### config.mk
export PLATFORM = sky130hd
export DESIGN_NAME = aux_edid_responder
export DESIGN_NICKNAME = d
export VERILOG_FILES = /design/src/rtl/aux_edid_pkg.sv /design/src/rtl/aux_reg_decode.sv /design/src/rtl/aux_req_decode.sv /design/src/rtl/aux_edid_state.sv /design/src/rtl/aux_edid_responder.sv
export SDC_FILE = /design/constraint.sdc
export NUM_CORES = 1
export LEC_CHECK = 0
export BUFFER_PORTS_ARGS = -buffer_cell sky130_fd_sc_hd__buf_2
export CELL_PAD_IN_SITES_DETAIL_PLACEMENT = 0
export CELL_PAD_IN_SITES_GLOBAL_PLACEMENT = 1
export CORE_MARGIN = 4
export CORE_UTILIZATION = 35
export CTS_CLUSTER_DIAMETER = 100
export DETAILED_ROUTE_END_ITERATION = 8
export PLACE_DENSITY_LB_ADDON = 0.08
export SLEW_MARGIN = 0
export SYNTH_ARGS = -nofsm -noshare
export SYNTH_HDL_FRONTEND = slang
export SYNTH_SLANG_ARGS = --single-unit
### constraint.sdc
create_clock -name clk -period 6.3 [get_ports clk]
set_input_delay 1.575 -clock clk [delete_from_list [all_inputs] [get_ports clk]]
set_output_delay 1.575 -clock clk [all_outputs]
set_load 0.02 [all_outputs]
### src/rtl/aux_edid_pkg.sv
package aux_edid_pkg;

  typedef enum logic [2:0] {
    REG_CTL   = 3'd0,
    REG_DATA1 = 3'd1,
    REG_DATA2 = 3'd2,
    REG_DATA3 = 3'd3,
    REG_DATA4 = 3'd4,
    REG_DATA5 = 3'd5,
    REG_NONE  = 3'd7
  } aux_reg_e;

  typedef struct packed {
    logic        is_read;
    logic        mot;
    logic        odd_op;
    logic [15:0] i2c_addr;
  } aux_hdr_t;

  localparam int BUSY_BIT = 31;
  localparam int DONE_BIT = 30;
  localparam int LEN_LSB  = 20;
  localparam int LEN_W    = 5;
  localparam logic [LEN_W-1:0] LEN_ADDR_ONLY = 5'd3;
  localparam logic [LEN_W-1:0] LEN_READ      = 5'd4;

  // Synthetic ROM contents per port.
  function automatic logic [7:0] edid_rom_byte(input logic [7:0] port, input logic [7:0] idx);
    logic [7:0] seed;
    seed = 8'h3C + port * 8'h21;
    return {idx[6:0], 1'b0} ^ seed;
  endfunction

  function automatic logic [LEN_W-1:0] reply_size(input logic is_read);
    return is_read ? 5'd2 : 5'd1;
  endfunction

  function automatic aux_reg_e reg_of(input logic [7:0] lo);
    case (lo)
      8'h10:   return REG_CTL;
      8'h14:   return REG_DATA1;
      8'h18:   return REG_DATA2;
      8'h1C:   return REG_DATA3;
      8'h20:   return REG_DATA4;
      8'h24:   return REG_DATA5;
      default: return REG_NONE;
    endcase
  endfunction

endpackage

### src/rtl/aux_reg_decode.sv
module aux_reg_decode
  import aux_edid_pkg::*;
(
  input  logic [7:0] addr,
  output aux_reg_e   sel
);
  assign sel = reg_of(addr);
endmodule

### src/rtl/aux_req_decode.sv
module aux_req_decode
  import aux_edid_pkg::*;
(
  input  logic [31:8] word,
  output aux_hdr_t    hdr
);
  logic [3:0] opcode;
  assign opcode       = word[31:28];
  assign hdr.is_read  = opcode[0];
  assign hdr.mot      = opcode[2];
  assign hdr.odd_op   = opcode[1] | opcode[3];
  assign hdr.i2c_addr = word[23:8];
endmodule

### src/rtl/aux_edid_state.sv
module aux_edid_state
  import aux_edid_pkg::*;
#(
  parameter int          NPORTS    = 4,
  parameter int          ROM_BYTES = 128,
  parameter logic [15:0] EDID_ADDR = 16'h0050,
  parameter logic [7:0]  ACK_CODE  = 8'h00,
  localparam int         PORT_W    = (NPORTS > 1) ? $clog2(NPORTS) : 1,
  localparam int         PTR_W     = $clog2(ROM_BYTES + 1)
)(
  input  logic              clk,
  input  logic              rst_n,
  input  logic              send_fire,
  input  aux_hdr_t          hdr,
  input  logic [LEN_W-1:0]  msg_len,
  input  logic [PORT_W-1:0] port_sel,
  input  logic [NPORTS-1:0] mon_present,
  input  logic [NPORTS-1:0] mon_dp,
  output logic [31:0]       reply_word,
  output logic              reply_we,
  output logic              malformed,
  output logic              err_flag
);
  logic              sel_q, avail_q, err_q;
  logic [PORT_W-1:0] port_q;
  logic [PTR_W-1:0]  ptr_q;

  // Named events for the assertions.
  logic addr_only, do_reinit, do_select, rd_req, rd_ok, have_rom, in_range, advance;
  logic [7:0] rd_byte;

  assign addr_only = (msg_len == LEN_ADDR_ONLY);
  assign do_reinit = send_fire && addr_only && (!hdr.mot || hdr.i2c_addr == 16'h0000);
  assign do_select = send_fire && addr_only && hdr.mot && hdr.i2c_addr == EDID_ADDR;
  assign rd_req    = send_fire && !addr_only && hdr.is_read;
  assign malformed = rd_req && (msg_len != LEN_READ || hdr.odd_op);
  assign rd_ok     = rd_req && !malformed;
  assign have_rom  = sel_q && avail_q;
  assign in_range  = ptr_q < PTR_W'(ROM_BYTES);
  assign advance   = rd_ok && have_rom && in_range;

  always_comb begin
    if (!have_rom)     rd_byte = 8'hFF;
    else if (in_range) rd_byte = edid_rom_byte(8'(port_q), 8'(ptr_q));
    else               rd_byte = 8'h00;
  end

  assign reply_word = {ACK_CODE, (rd_ok ? rd_byte : 8'h00), 16'h0000};
  assign reply_we   = send_fire && !malformed;
  assign err_flag   = err_q;

  always_ff @(posedge clk or negedge rst_n) begin
    if (!rst_n) begin
      sel_q   <= 1'b0;
      avail_q <= 1'b0;
      port_q  <= '0;
      ptr_q   <= '0;
    end else if (do_reinit) begin
      sel_q   <= 1'b0;
      avail_q <= 1'b0;
      port_q  <= '0;
      ptr_q   <= '0;
    end else if (do_select) begin
      sel_q   <= 1'b1;
      avail_q <= mon_present[port_sel] & mon_dp[port_sel];
      port_q  <= port_sel;
    end else if (advance) begin
      ptr_q   <= PTR_W'(ptr_q + 1'b1);
    end
  end

  always_ff @(posedge clk or negedge rst_n) begin
    if (!rst_n)         err_q <= 1'b0;
    else if (malformed) err_q <= 1'b1;
  end

  p_ptr_bound_r10: assert property (@(posedge clk) disable iff (!rst_n)
    ptr_q <= PTR_W'(ROM_BYTES));

  p_stop_clears_r5: assert property (@(posedge clk) disable iff (!rst_n)
    (send_fire && addr_only && !hdr.mot) |=> (!sel_q && !avail_q && ptr_q == '0));

  p_select_avail_r6: assert property (@(posedge clk) disable iff (!rst_n)
    do_select |=> (sel_q && avail_q == $past(mon_present[port_sel] & mon_dp[port_sel])));

  p_err_sticky_r9: assert property (@(posedge clk) disable iff (!rst_n)
    err_q |=> err_q);

  p_ptr_hold_r10: assert property (@(posedge clk) disable iff (!rst_n)
    (rd_ok && !in_range && !do_reinit) |=> $stable(ptr_q));

endmodule

### src/rtl/aux_edid_responder.sv
module aux_edid_responder
  import aux_edid_pkg::*;
#(
  parameter int          NPORTS    = 4,
  parameter int          ROM_BYTES = 128,
  parameter logic [15:0] EDID_ADDR = 16'h0050,
  parameter logic [7:0]  ACK_CODE  = 8'h00,
  localparam int         PORT_W    = (NPORTS > 1) ? $clog2(NPORTS) : 1,
  localparam int         N_DATA    = 5
)(
  input  logic              clk,
  input  logic              rst_n,
  input  logic              wr_en,
  input  logic [7:0]        wr_addr,
  input  logic [31:0]       wr_data,
  input  logic [7:0]        rd_addr,
  output logic [31:0]       rd_data,
  input  logic [PORT_W-1:0] port_sel,
  input  logic [NPORTS-1:0] mon_present,
  input  logic [NPORTS-1:0] mon_dp,
  output logic              err_flag
);
  aux_reg_e    wr_reg, rd_reg;
  aux_hdr_t    hdr;
  logic [31:0] ctl_q;
  logic [31:0] data_q [N_DATA];
  logic [31:0] data1, reply_word, ctl_reply;
  logic        send_fire, idle_ctl, reply_we, malformed, req_is_read;

  aux_reg_decode u_wr_dec (.addr(wr_addr), .sel(wr_reg));
  aux_reg_decode u_rd_dec (.addr(rd_addr), .sel(rd_reg));

  assign data1 = data_q[0];
  aux_req_decode u_req (.word(data1[31:8]), .hdr(hdr));
  assign req_is_read = hdr.is_read;

  assign send_fire = wr_en && wr_reg == REG_CTL && wr_data[BUSY_BIT];
  assign idle_ctl  = wr_en && wr_reg == REG_CTL && !wr_data[BUSY_BIT];

  aux_edid_state #(
    .NPORTS(NPORTS), .ROM_BYTES(ROM_BYTES), .EDID_ADDR(EDID_ADDR), .ACK_CODE(ACK_CODE)
  ) u_state (
    .clk(clk), .rst_n(rst_n), .send_fire(send_fire), .hdr(hdr),
    .msg_len(wr_data[LEN_LSB +: LEN_W]), .port_sel(port_sel),
    .mon_present(mon_present), .mon_dp(mon_dp),
    .reply_word(reply_word), .reply_we(reply_we),
    .malformed(malformed), .err_flag(err_flag)
  );

  always_comb begin
    ctl_reply = '0;
    ctl_reply[DONE_BIT] = 1'b1;
    ctl_reply[LEN_LSB +: LEN_W] = reply_size(hdr.is_read);
  end

  always_ff @(posedge clk or negedge rst_n) begin
    if (!rst_n)         ctl_q <= '0;
    else if (send_fire) ctl_q <= ctl_reply;
  end

  for (genvar k = 0; k < N_DATA; k++) begin : g_data
    if (k == 0) begin : g_hdr
      always_ff @(posedge clk or negedge rst_n) begin
        if (!rst_n)                         data_q[k] <= '0;
        else if (reply_we)                  data_q[k] <= reply_word;
        else if (wr_en && wr_reg == REG_DATA1) data_q[k] <= wr_data;
      end
    end else begin : g_plain
      always_ff @(posedge clk or negedge rst_n) begin
        if (!rst_n) data_q[k] <= '0;
        else if (wr_en && wr_reg == aux_reg_e'(3'(k + 1))) data_q[k] <= wr_data;
      end
    end
  end

  always_comb begin
    case (rd_reg)
      REG_CTL:   rd_data = ctl_q;
      REG_DATA1: rd_data = data_q[0];
      REG_DATA2: rd_data = data_q[1];
      REG_DATA3: rd_data = data_q[2];
      REG_DATA4: rd_data = data_q[3];
      REG_DATA5: rd_data = data_q[4];
      default:   rd_data = '0;
    endcase
  end

  p_ctl_done_r3: assert property (@(posedge clk) disable iff (!rst_n)
    send_fire |=> (ctl_q[DONE_BIT] && ctl_q[LEN_LSB +: LEN_W] == reply_size($past(req_is_read))));

  p_idle_ctl_r2: assert property (@(posedge clk) disable iff (!rst_n)
    idle_ctl |=> ($stable(ctl_q) && $stable(data1)));

  p_malformed_hold_r9: assert property (@(posedge clk) disable iff (!rst_n)
    malformed |=> $stable(data1));

  p_ack_r8: assert property (@(posedge clk) disable iff (!rst_n)
    (send_fire && !malformed) |=> data1[31:24] == ACK_CODE);

endmodule

==> key figures, run 1 <==
Final layout
  • Final nets: 855
  • Ant diodes: 0
  • Layout area overhead: 16.9%
  • Layout Utilization: 41.8%
  • Finished Layout Cells: 1123
  • Share of cells above drive strength 1: 35.4%

Timing
  • RSZ-0062 raised after global routing: false
  • Max Freq: 172 MHz
  • Final setup TNS: 0 ps
  • Slew Viols, Final: 0
  • Max-Slew Margin vs Limit: 22.5%
  • Tmin final: 5810 ps
  • Setup violators final: 0
  • Period utilization: 92.2%
  • Worst-margin pin slew: 1160 ps
  • Final Hold Viols: 0
  • Clk_skew: 10.0 ps

Run
  • Max cap viols: 0

Place
  • Placer Congestion: 0.769
  • Final HPWL DP: 14500 um
  • # port buffers: 93
  • Placed cell count: 1091

Floorplan
  • Starting Density: 35.8%
  • Core box area: 0.0236 mm^2
  • Die H: 163 um
  • Die ar.: 0.0267 mm^2
  • Row Count: 56
  • Die X: 163 um
  • IO Pins: 94

Hold path
  • Worst min-delay path startpoint: ctl_q[30]
  • Worst hold path type: flop to flop

Yosys
  • Mapped Area: 0.00845 mm^2
  • Synth cell types: 47
  • Synth top area cells: dfrtp_1 (52%), mux2_2 (17%), mux2i_1 (11%), nor2_1 (3.1%), o22ai_1 (2.1%)
  • Post-Synthesis Net Count: 769
  • Ys Warns: 0
  • Ys flop type: dfrtp_1
  • Top cell type's share of synthesized area: 52.1%
  • Syn avg cell area: 12.0 um^2
  • Area leader, netlist: dfrtp_1
  • Post-Synthesis Cells: 705
  • Synth Register Bits: 176
  • Async set-reset flop share out of synthesis: 100%
  • Sequential fraction of the synthesis area: 52.1%
  • EDFF count, synth: 0

GRT
  • Global-route wire length before repair: 35300 um
  • Global route overflow: 0
  • Pin count of the biggest net entering global routing: 100
  • Vias in the first global route: 6212
  • Antenna violations before repair: 0
  • GRT Util Overall: 17.2%

Clock tree
  • CTS Root Cell: clkbuf_16
  • Cts hold-fix bufs: 0
  • Number of CTS-inserted buffers: 17
  • CTS tree: done
  • Setup Buffers After CTS: 0
  • H-Tree Depth: 4
  • Cts repair resizes: 0
  • Skew-Pair Late Insertion Delay: 430 ps
  • Clk sink count: 176
  • CTS Buffer Depth: 2
  • Worst-path clk slew: 70 ps

Route
  • DR vias/cell: 5.29
  • Vias: 5936
  • Antenna viol nets, final: 0
  • DR WL/cell: 20.0 um
  • Routed WL: 22500 um
  • DRC viols: 0
  • Initial DRT Pass Iterations: 4
  • Iteration-0 DRC Markers: 283

Power
  • P_leak: 5.02 nW
  • Maximum vdd drop: 0.000156 V
  • Clock network power share: 42.6%
  • Sequential share of power: 50.4%
  • Power share of the combinational group: 6.9%
  • Sw frac: 25.7%
  • Pint: 0.00178 W
  • Net Sw Power: 0.000615 W
  • Power per cell area: 242 mW/mm^2

Worst setup path
  • CP cell instances: buf_2 -> nor4_2 -> nand3_1 -> ha_1 -> nor3_2 -> buf_4 -> nor2_1 -> buf_2
  • Crit. End Element: primary output
  • CP most frequent cell: buf_2
  • Crit-path slowest cell: nor3_2
  • Top Family by Delay on Critical Path: simple AND/OR/NAND/NOR gates
  • Crit Reg-Reg Startpoint: data1[29]
  • Setup CP Type: input pin to primary output
  • CP Launch Point: rd_addr[1]
  • CP Launch Type: input pin
  • Worst EP required: 4720 ps
  • Worst-path fanout max: 12
  • WP data arrival: 4230 ps
  • Worst path bufs/invs: 3
  • Max incr delay on CP: 740 ps

Status
  • Status: finished clean
through the flow:
stage | setup WS, ps | hold WS [ps] | cell area, um^2 | power, W
after floorplan | 1140 | 442 | 8450 | 0.00131
after global placement | 582 | 466 | 9310 | 0.00139
after detailed placement | 499 | 458 | 9310 | 0.00140
after CTS | 494 | 479 | 9880 | 0.00243
after global routing | 320 | 497 | 9880 | 0.00250
final | 490 | 482 | 9880 | 0.00239
Yosys cell counts (6+ instances only):
cell type	n
nand2_1	17
o22ai_1	29
nand3_1	11
o21ai_0	26
xnor2_1	9
nor4_1	6
clkbuf_1	18
nor2_1	70
mux2i_1	96
dfrtp_1	176
a21oi_1	32
buf_1	20
mux2_2	128
routing by layer:
layer	global-route usage [%]	up-vias	routed length, um
met5	0	-	0
met4	4.54	0	261
met3	3.08	26	925
met2	27.3	113	10400
met1	24.4	3055	10800
li1	-	2742	-
path summary, 6_finish.rpt:
check | end | slack, ps | cells past startpoint
setup reg to reg | data1[0] | 3750 | 5
hold reg to reg | ctl_q[30] | 480 | 1
min in group asynchronous | data_q[79] | 1240 | 1
setup / recovery | rd_data[27] | 490 | 8
max in group asynchronous | data_q[33] | 3760 | 2
hold / removal | ctl_q[30] | 480 | 1
kinds of logic after synthesis:
group / after synthesis / synth area share [%]
muxes: 225 / 28.6
DFF: 176 / 52.1
and+or+nand+nor: 138 / 8.18
AOI/OAI and AO/OA: 105 / 7.26
buffers and inverters: 47 / 2.25
xor gates and xnor gates: 11 / 1.14
adders and majority gates: 3 / 0.444
worst register-to-register path: cells and delay by family (launching register included):
family | cells | cell delay [ps]
flops | 1 | 430
simple gates | 3 | 960
compound gates | 1 | 650
buf+inv | 1 | 400
registers in the layout, indices dropped and copies added, names as in the netlist:
register / flops
data_q: 128
data1: 32
u_state.ptr_q: 8
ctl_q: 3
u_state.port_q: 2
u_state.avail_q: 1
u_state.err_flag: 1
u_state.sel_q: 1
layout by cell type (no fill, tap or decap), types with 4 or more instances in the layout:
| cell | instances |
|---|---|
| mux2i_1 | 96 |
| buf_4 | 19 |
| xnor2_1 | 9 |
| o21ai_0 | 26 |
| nand4_1 | 5 |
| nand3_1 | 10 |
| a21oi_1 | 32 |
| o22ai_1 | 29 |
| nor3_2 | 4 |
| nor4_1 | 6 |
| inv_6 | 5 |
| nand2_1 | 17 |
| mux2_2 | 128 |
| inv_8 | 4 |
| clkbuf_16 | 17 |
| nor2_1 | 69 |
| dfrtp_1 | 176 |
| buf_2 | 91 |
power groups by stage:
stage | clock [W] | sequential [W] | combinational [W]
floorplan | 0 | 0.00122 | 0.0000899
finish | 0.00102 | 0.00121 | 0.000166
global placement | 0 | 0.00123 | 0.000164
detailed placement | 0 | 0.00123 | 0.000170
CTS | 0.00106 | 0.00121 | 0.000170
global route | 0.00110 | 0.00121 | 0.000186
final cells by class:
type,instances,area (um^2)
clock inverters,15,144
multi-input cells,482,3880
fillers,2321,13700
well taps,319,399
flip-flops and latches,176,4400
clock buffers,17,425
inverters,3,11.3
repair buffers,111,609
Note: power is estimated with default switching activity, not from simulation.
==> inputs of run 2 (changes only) <==
--- a/config.mk
+++ b/config.mk
@@ -13,6 +13,8 @@
 export CTS_CLUSTER_DIAMETER = 100
 export DETAILED_ROUTE_END_ITERATION = 8
 export PLACE_DENSITY_LB_ADDON = 0.08
+export REMOVE_ABC_BUFFERS = 1
+export SETUP_SLACK_MARGIN = 0.5
 export SLEW_MARGIN = 0
 export SYNTH_ARGS = -nofsm -noshare
 export SYNTH_HDL_FRONTEND = slang
==> key figures, run 2 (same netlist as run 1, synthesis figures left out) <==
Final layout
  • Share of cells above drive strength 1: 35.3%
  • Most common cell after layout, fill and taps aside: dfrtp_1
  • Final nets: 854
  • Commonest non-fill, non-tap cells in the layout: dfrtp_1 (176), mux2_2 (128), mux2i_1 (96), buf_2 (91), nor2_1 (69)
  • Largest register by flop count: data_q
  • Ant diodes: 0
  • Largest register FFs: 128
  • Layout area overhead: 16.9%

Worst setup path
  • Worst path bufs/invs: 4
  • Crit. End Element: primary output
  • Max incr delay on CP: 700 ps
  • Crit-path slowest cell: nor3_4
  • Worst EP required: 4720 ps
  • Worst-path fanout max: 17
  • WP data arrival: 3960 ps
  • CP Launch Type: input pin
  • CP cell instances: buf_2 -> nor4_2 -> buf_4 -> nand3_1 -> ha_1 -> nor3_4 -> buf_4 -> o21ai_0 -> buf_2
  • Reg-to-reg endpoint: data1[22]
  • Setup CP Type: input pin to primary output
  • Crit Reg-Reg Startpoint: data1[29]
  • Reg-to-reg slack, setup: 3650 ps
  • Top Family by Delay on Critical Path: simple AND/OR/NAND/NOR gates
  • Worst Reg-to-Reg Cells: 5

Timing
  • Worst-margin pin slew: 1060 ps
  • Final Hold Viols: 0
  • Max Freq: 181 MHz
  • Slew Viols, Final: 0
  • Final setup TNS: 0 ps
  • Tmin final: 5530 ps
  • Max-Slew Margin vs Limit: 28.8%
  • Setup WS post-layout: 769 ps
  • RSZ-0062 raised after global routing: false
  • Clk_skew: 8.43 ps
  • Period utilization: 87.8%
  • Setup violators final: 0

GRT
  • Antenna violations before repair: 0
  • Global route overflow: 0
  • Pin count of the biggest net entering global routing: 102
  • GRT Util Overall: 17.7%
  • Vias in the first global route: 6385
  • Global-route wire length before repair: 36100 um

Power
  • Power share of the combinational group: 6.9%
  • Sw frac: 23.7%
  • Net Sw Power: 0.000571 W
  • Pint: 0.00183 W
  • Power per cell area: 244 mW/mm^2
  • Sequential share of power: 50.2%
  • P_leak: 5.01 nW
  • Maximum vdd drop: 0.000156 V
  • Clock network power share: 42.9%

Floorplan
  • Die ar.: 0.0267 mm^2
  • IO Pins: 94
  • Starting Density: 35.8%
  • Core box area: 0.0236 mm^2
  • Die H: 163 um
  • Row Count: 56
  • Die X: 163 um

Place
  • Final HPWL DP: 14800 um
  • Post-Place Setup Slack: 372 ps
  • Placer Congestion: 0.760
  • # port buffers: 93

Clock tree
  • Skew-Pair Late Insertion Delay: 420 ps
  • CTS Buffer Depth: 2
  • Number of CTS-inserted buffers: 17
  • Cts hold-fix bufs: 0
  • CTS tree: done
  • H-Tree Depth: 4
  • Clk sink count: 176
  • Cts repair resizes: 1
  • Setup Buffers After CTS: 0
  • Worst-path clk slew: 60 ps
  • CTS Root Cell: clkbuf_16

Hold path
  • Worst min-delay path startpoint: ctl_q[30]
  • Hold endpoint: ctl_q[30]
  • Hold path cells: 1
  • Worst hold path type: flop to flop

Status
  • Status: finished clean

Route
  • DRC viols: 0
  • Initial DRT Pass Iterations: 4
  • DR vias/cell: 5.22
  • Routed WL: 22800 um
  • Iteration-0 DRC Markers: 273
  • Vias: 5841
  • Antenna viol nets, final: 0
  • DR WL/cell: 20.4 um

Run
  • Max cap viols: 0
==> run 2: power groups by stage <==
| stage | Sequential (W) | Combinational, W | Clock (W) |
|---|---|---|---|
| finish | 0.00121 | 0.000166 | 0.00103 |
| floorplan | 0.00122 | 0.0000797 | 0 |
| global route | 0.00121 | 0.000186 | 0.00110 |
| detailed placement | 0.00123 | 0.000169 | 0 |
| CTS | 0.00121 | 0.000169 | 0.00106 |
| global placement | 0.00123 | 0.000163 | 0 |
==> run 2: per-stage QoR <==
step / area, um^2 / total power, W / hold slack, ps / util, % / cells
finish: 9880 / 0.00240 / 478 / 41.8 / 1120
global route: 9880 / 0.00250 / 490 / 41.8 / 1120
CTS: 9880 / 0.00244 / 486 / 41.8 / 1120
detailed placement: 9300 / 0.00140 / 472 / 39.4 / 1090
global placement: 9300 / 0.00139 / 459 / 39.4 / 1090
floorplan: 8270 / 0.00130 / 442 / - / 661
==> run 2: worst max-delay path by stage <==
stage / from / endpoint / slack, ps / depth (start not counted)
after detailed placement: rd_addr[1] / rd_data[5] / 370 / 9
after global placement: rd_addr[1] / rd_data[5] / 410 / 9
after floorplan: rd_addr[1] / rd_data[12] / 100 / 5
final: rd_addr[1] / rd_data[2] / 770 / 9
after global routing: rd_addr[1] / rd_data[2] / 610 / 9
after CTS: rd_addr[1] / rd_data[5] / 730 / 9
==> run 2: cell type report <==
class                      count  area (um^2)
clock buffer                  17          425
clock inverter                13          141
fill                        2274        13700
inverter                       3         11.3
multi-input combinational    482         3890
sequential                   176         4400
tap                          319          399
timing repair buffer         110          602
==> run 2: per-layer routing <==
metal / GRT usage [%] / vias to the layer above / routed length [um]
li1: - / 2735 / -
met1: 24.3 / 2997 / 10900
met2: 29.1 / 98 / 11000
met3: 3.00 / 11 / 729
met4: 4.42 / 0 / 161
met5: 0 / - / 0
==> run 2: worst reg2reg max path, cell delays in order (launching register included) <==
cell	delay, ps
dfrtp_1	410
nor4b_1	460
nand2_1	390
a31oi_4	750
buf_4	360
o21ai_0	140
==> inputs of run 3 (changes only) <==
==> constraint.sdc (replaced) <==
create_clock -name clk -period 5.98 [get_ports clk]
set_input_delay 1.495 -clock clk [delete_from_list [all_inputs] [get_ports clk]]
set_output_delay 1.495 -clock clk [all_outputs]
set_load 0.02 [all_outputs]
==> key figures, run 3 (same netlist as run 1, synthesis figures left out) <==
Status
  • Status: finished clean

Route
  • DRC viols: 0
  • Initial DRT Pass Iterations: 4
  • DR WL/cell: 20.0 um
  • DR vias/cell: 5.24
  • Vias: 5882
  • Antenna viol nets, final: 0
  • Iteration-0 DRC Markers: 313
  • Routed WL: 22500 um

Power
  • Net Sw Power: 0.000615 W
  • Power share of the combinational group: 7.0%
  • Sw frac: 24.2%
  • Total power: 0.00254 W
  • Sequential share of power: 50.0%
  • Clock network power share: 43.0%
  • Pint: 0.00193 W
  • Power per cell area: 257 mW/mm^2
  • Maximum vdd drop: 0.000156 V
  • P_leak: 5.03 nW

Final layout
  • Ant diodes: 0
  • Commonest non-fill, non-tap cells in the layout: dfrtp_1 (176), mux2_2 (128), mux2i_1 (96), buf_2 (91), nor2_1 (69)
  • Final nets: 854
  • Largest register by flop count: data_q
  • Share of cells above drive strength 1: 35.4%
  • Finished Cell Area: 0.00990 mm^2
  • Layout area overhead: 17.3%
  • Most common cell after layout, fill and taps aside: dfrtp_1
  • Largest register FFs: 128

Floorplan
  • Core box area: 0.0236 mm^2
  • Die X: 163 um
  • Die ar.: 0.0267 mm^2
  • Die H: 163 um
  • Starting Density: 35.8%
  • Row Count: 56
  • IO Pins: 94

Timing
  • Slew Viols, Final: 0
  • Max-Slew Margin vs Limit: 28.5%
  • Final setup TNS: 0 ps
  • Max Freq: 193 MHz
  • RSZ-0062 raised after global routing: false
  • Period utilization: 86.7%
  • Final Hold Viols: 0
  • Worst-margin pin slew: 1070 ps
  • Setup WS post-layout: 795 ps
  • Clk_skew: 8.96 ps
  • Tmin final: 5180 ps
  • Setup violators final: 0

Place
  • # port buffers: 93
  • Placed inst area: 0.00930 mm^2
  • Placer Congestion: 0.760
  • Post-Place Setup Slack: 495 ps
  • Final HPWL DP: 14400 um

Clock tree
  • CTS tree: done
  • Skew-Pair Late Insertion Delay: 430 ps
  • CTS Buffer Depth: 2
  • H-Tree Depth: 4
  • Number of CTS-inserted buffers: 17
  • Clk sink count: 176
  • Worst-path clk slew: 70 ps
  • CTS Root Cell: clkbuf_16

Worst setup path
  • Crit. End Element: primary output
  • CP Launch Type: input pin
  • Worst EP required: 4490 ps
  • Worst-path fanout max: 26
  • WP data arrival: 3690 ps
  • Setup CP Type: input pin to primary output

Run
  • Max cap viols: 0

GRT
  • Global route overflow: 0
  • Antenna violations before repair: 0
  • Pin count of the biggest net entering global routing: 84
  • Global-route wire length before repair: 36000 um
  • Vias in the first global route: 6450
  • GRT Util Overall: 17.5%

Hold path
  • Worst hold path type: flop to flop
run 3: final cells by class:
type | instances | area [um^2]
fill | 2269 | 13700
sequential | 176 | 4400
multi-input combinational | 482 | 3890
timing repair buffer | 110 | 614
clock buffer | 20 | 457
tap | 319 | 399
clock inverter | 12 | 124
inverter | 3 | 11.3
run 3: worst max-delay path: stages:
cell and delay [ps]:
buf_2 110, nor4_4 390, nand3_1 140, ha_1 250
nand4b_1 220, buf_4 310, o22ai_1 260, a21oi_1 60
o21ai_0 230, buf_2 210
run 3: through the flow:
step	cells	hold slack, ps	util [%]
2_1_floorplan	661	442	-
3_3_place_gp	1088	456	39.4
3_5_place_dp	1088	455	39.4
4_1_cts	1120	479	41.9
5_1_grt	1122	485	41.9
6_report	1122	480	41.9
run 3: final timing paths:
path | from | to | slack (ps) | cells after the start
max | rd_addr[6] | rd_data[21] | 800 | 10
min | u_state.err_flag | u_state.err_flag | 480 | 1
max reg2reg | data1[29] | data1[27] | 3240 | 5
min reg2reg | u_state.err_flag | u_state.err_flag | 480 | 1
max in group asynchronous | rst_n | data_q[13] | 3570 | 2
min in group asynchronous | rst_n | data_q[101] | 1120 | 1
run 3: metal layers:
metal  routed length [um]  GRT usage [%]  share of wire, %  up-vias
met5                    0              0                 0        -
met4                  248           4.38               1.1        0
met3                  813           3.26               3.6       14
met2                10800           28.8                48      106
met1                10600           24.1                47     3022
li1                     -              -                 -     2740
run 3: repair_timing:
action                                 4_1_cts  5_1_grt
setup endpoints to repair                    2        1
endpoints found under the hold margin        0        0
hold buffers                                 0        0
buffers inserted                             0        2
resized for setup                            1        0
pin swaps                                    0        1
run 3: power by group through the flow:
stage,combinational (W),clock [W],sequential (W)
after global placement,0.000173,0,0.00129
after floorplan,0.0000840,0,0.00128
after global routing,0.000199,0.00117,0.00128
after CTS,0.000181,0.00113,0.00127
after detailed placement,0.000180,0,0.00129
final,0.000177,0.00109,0.00127
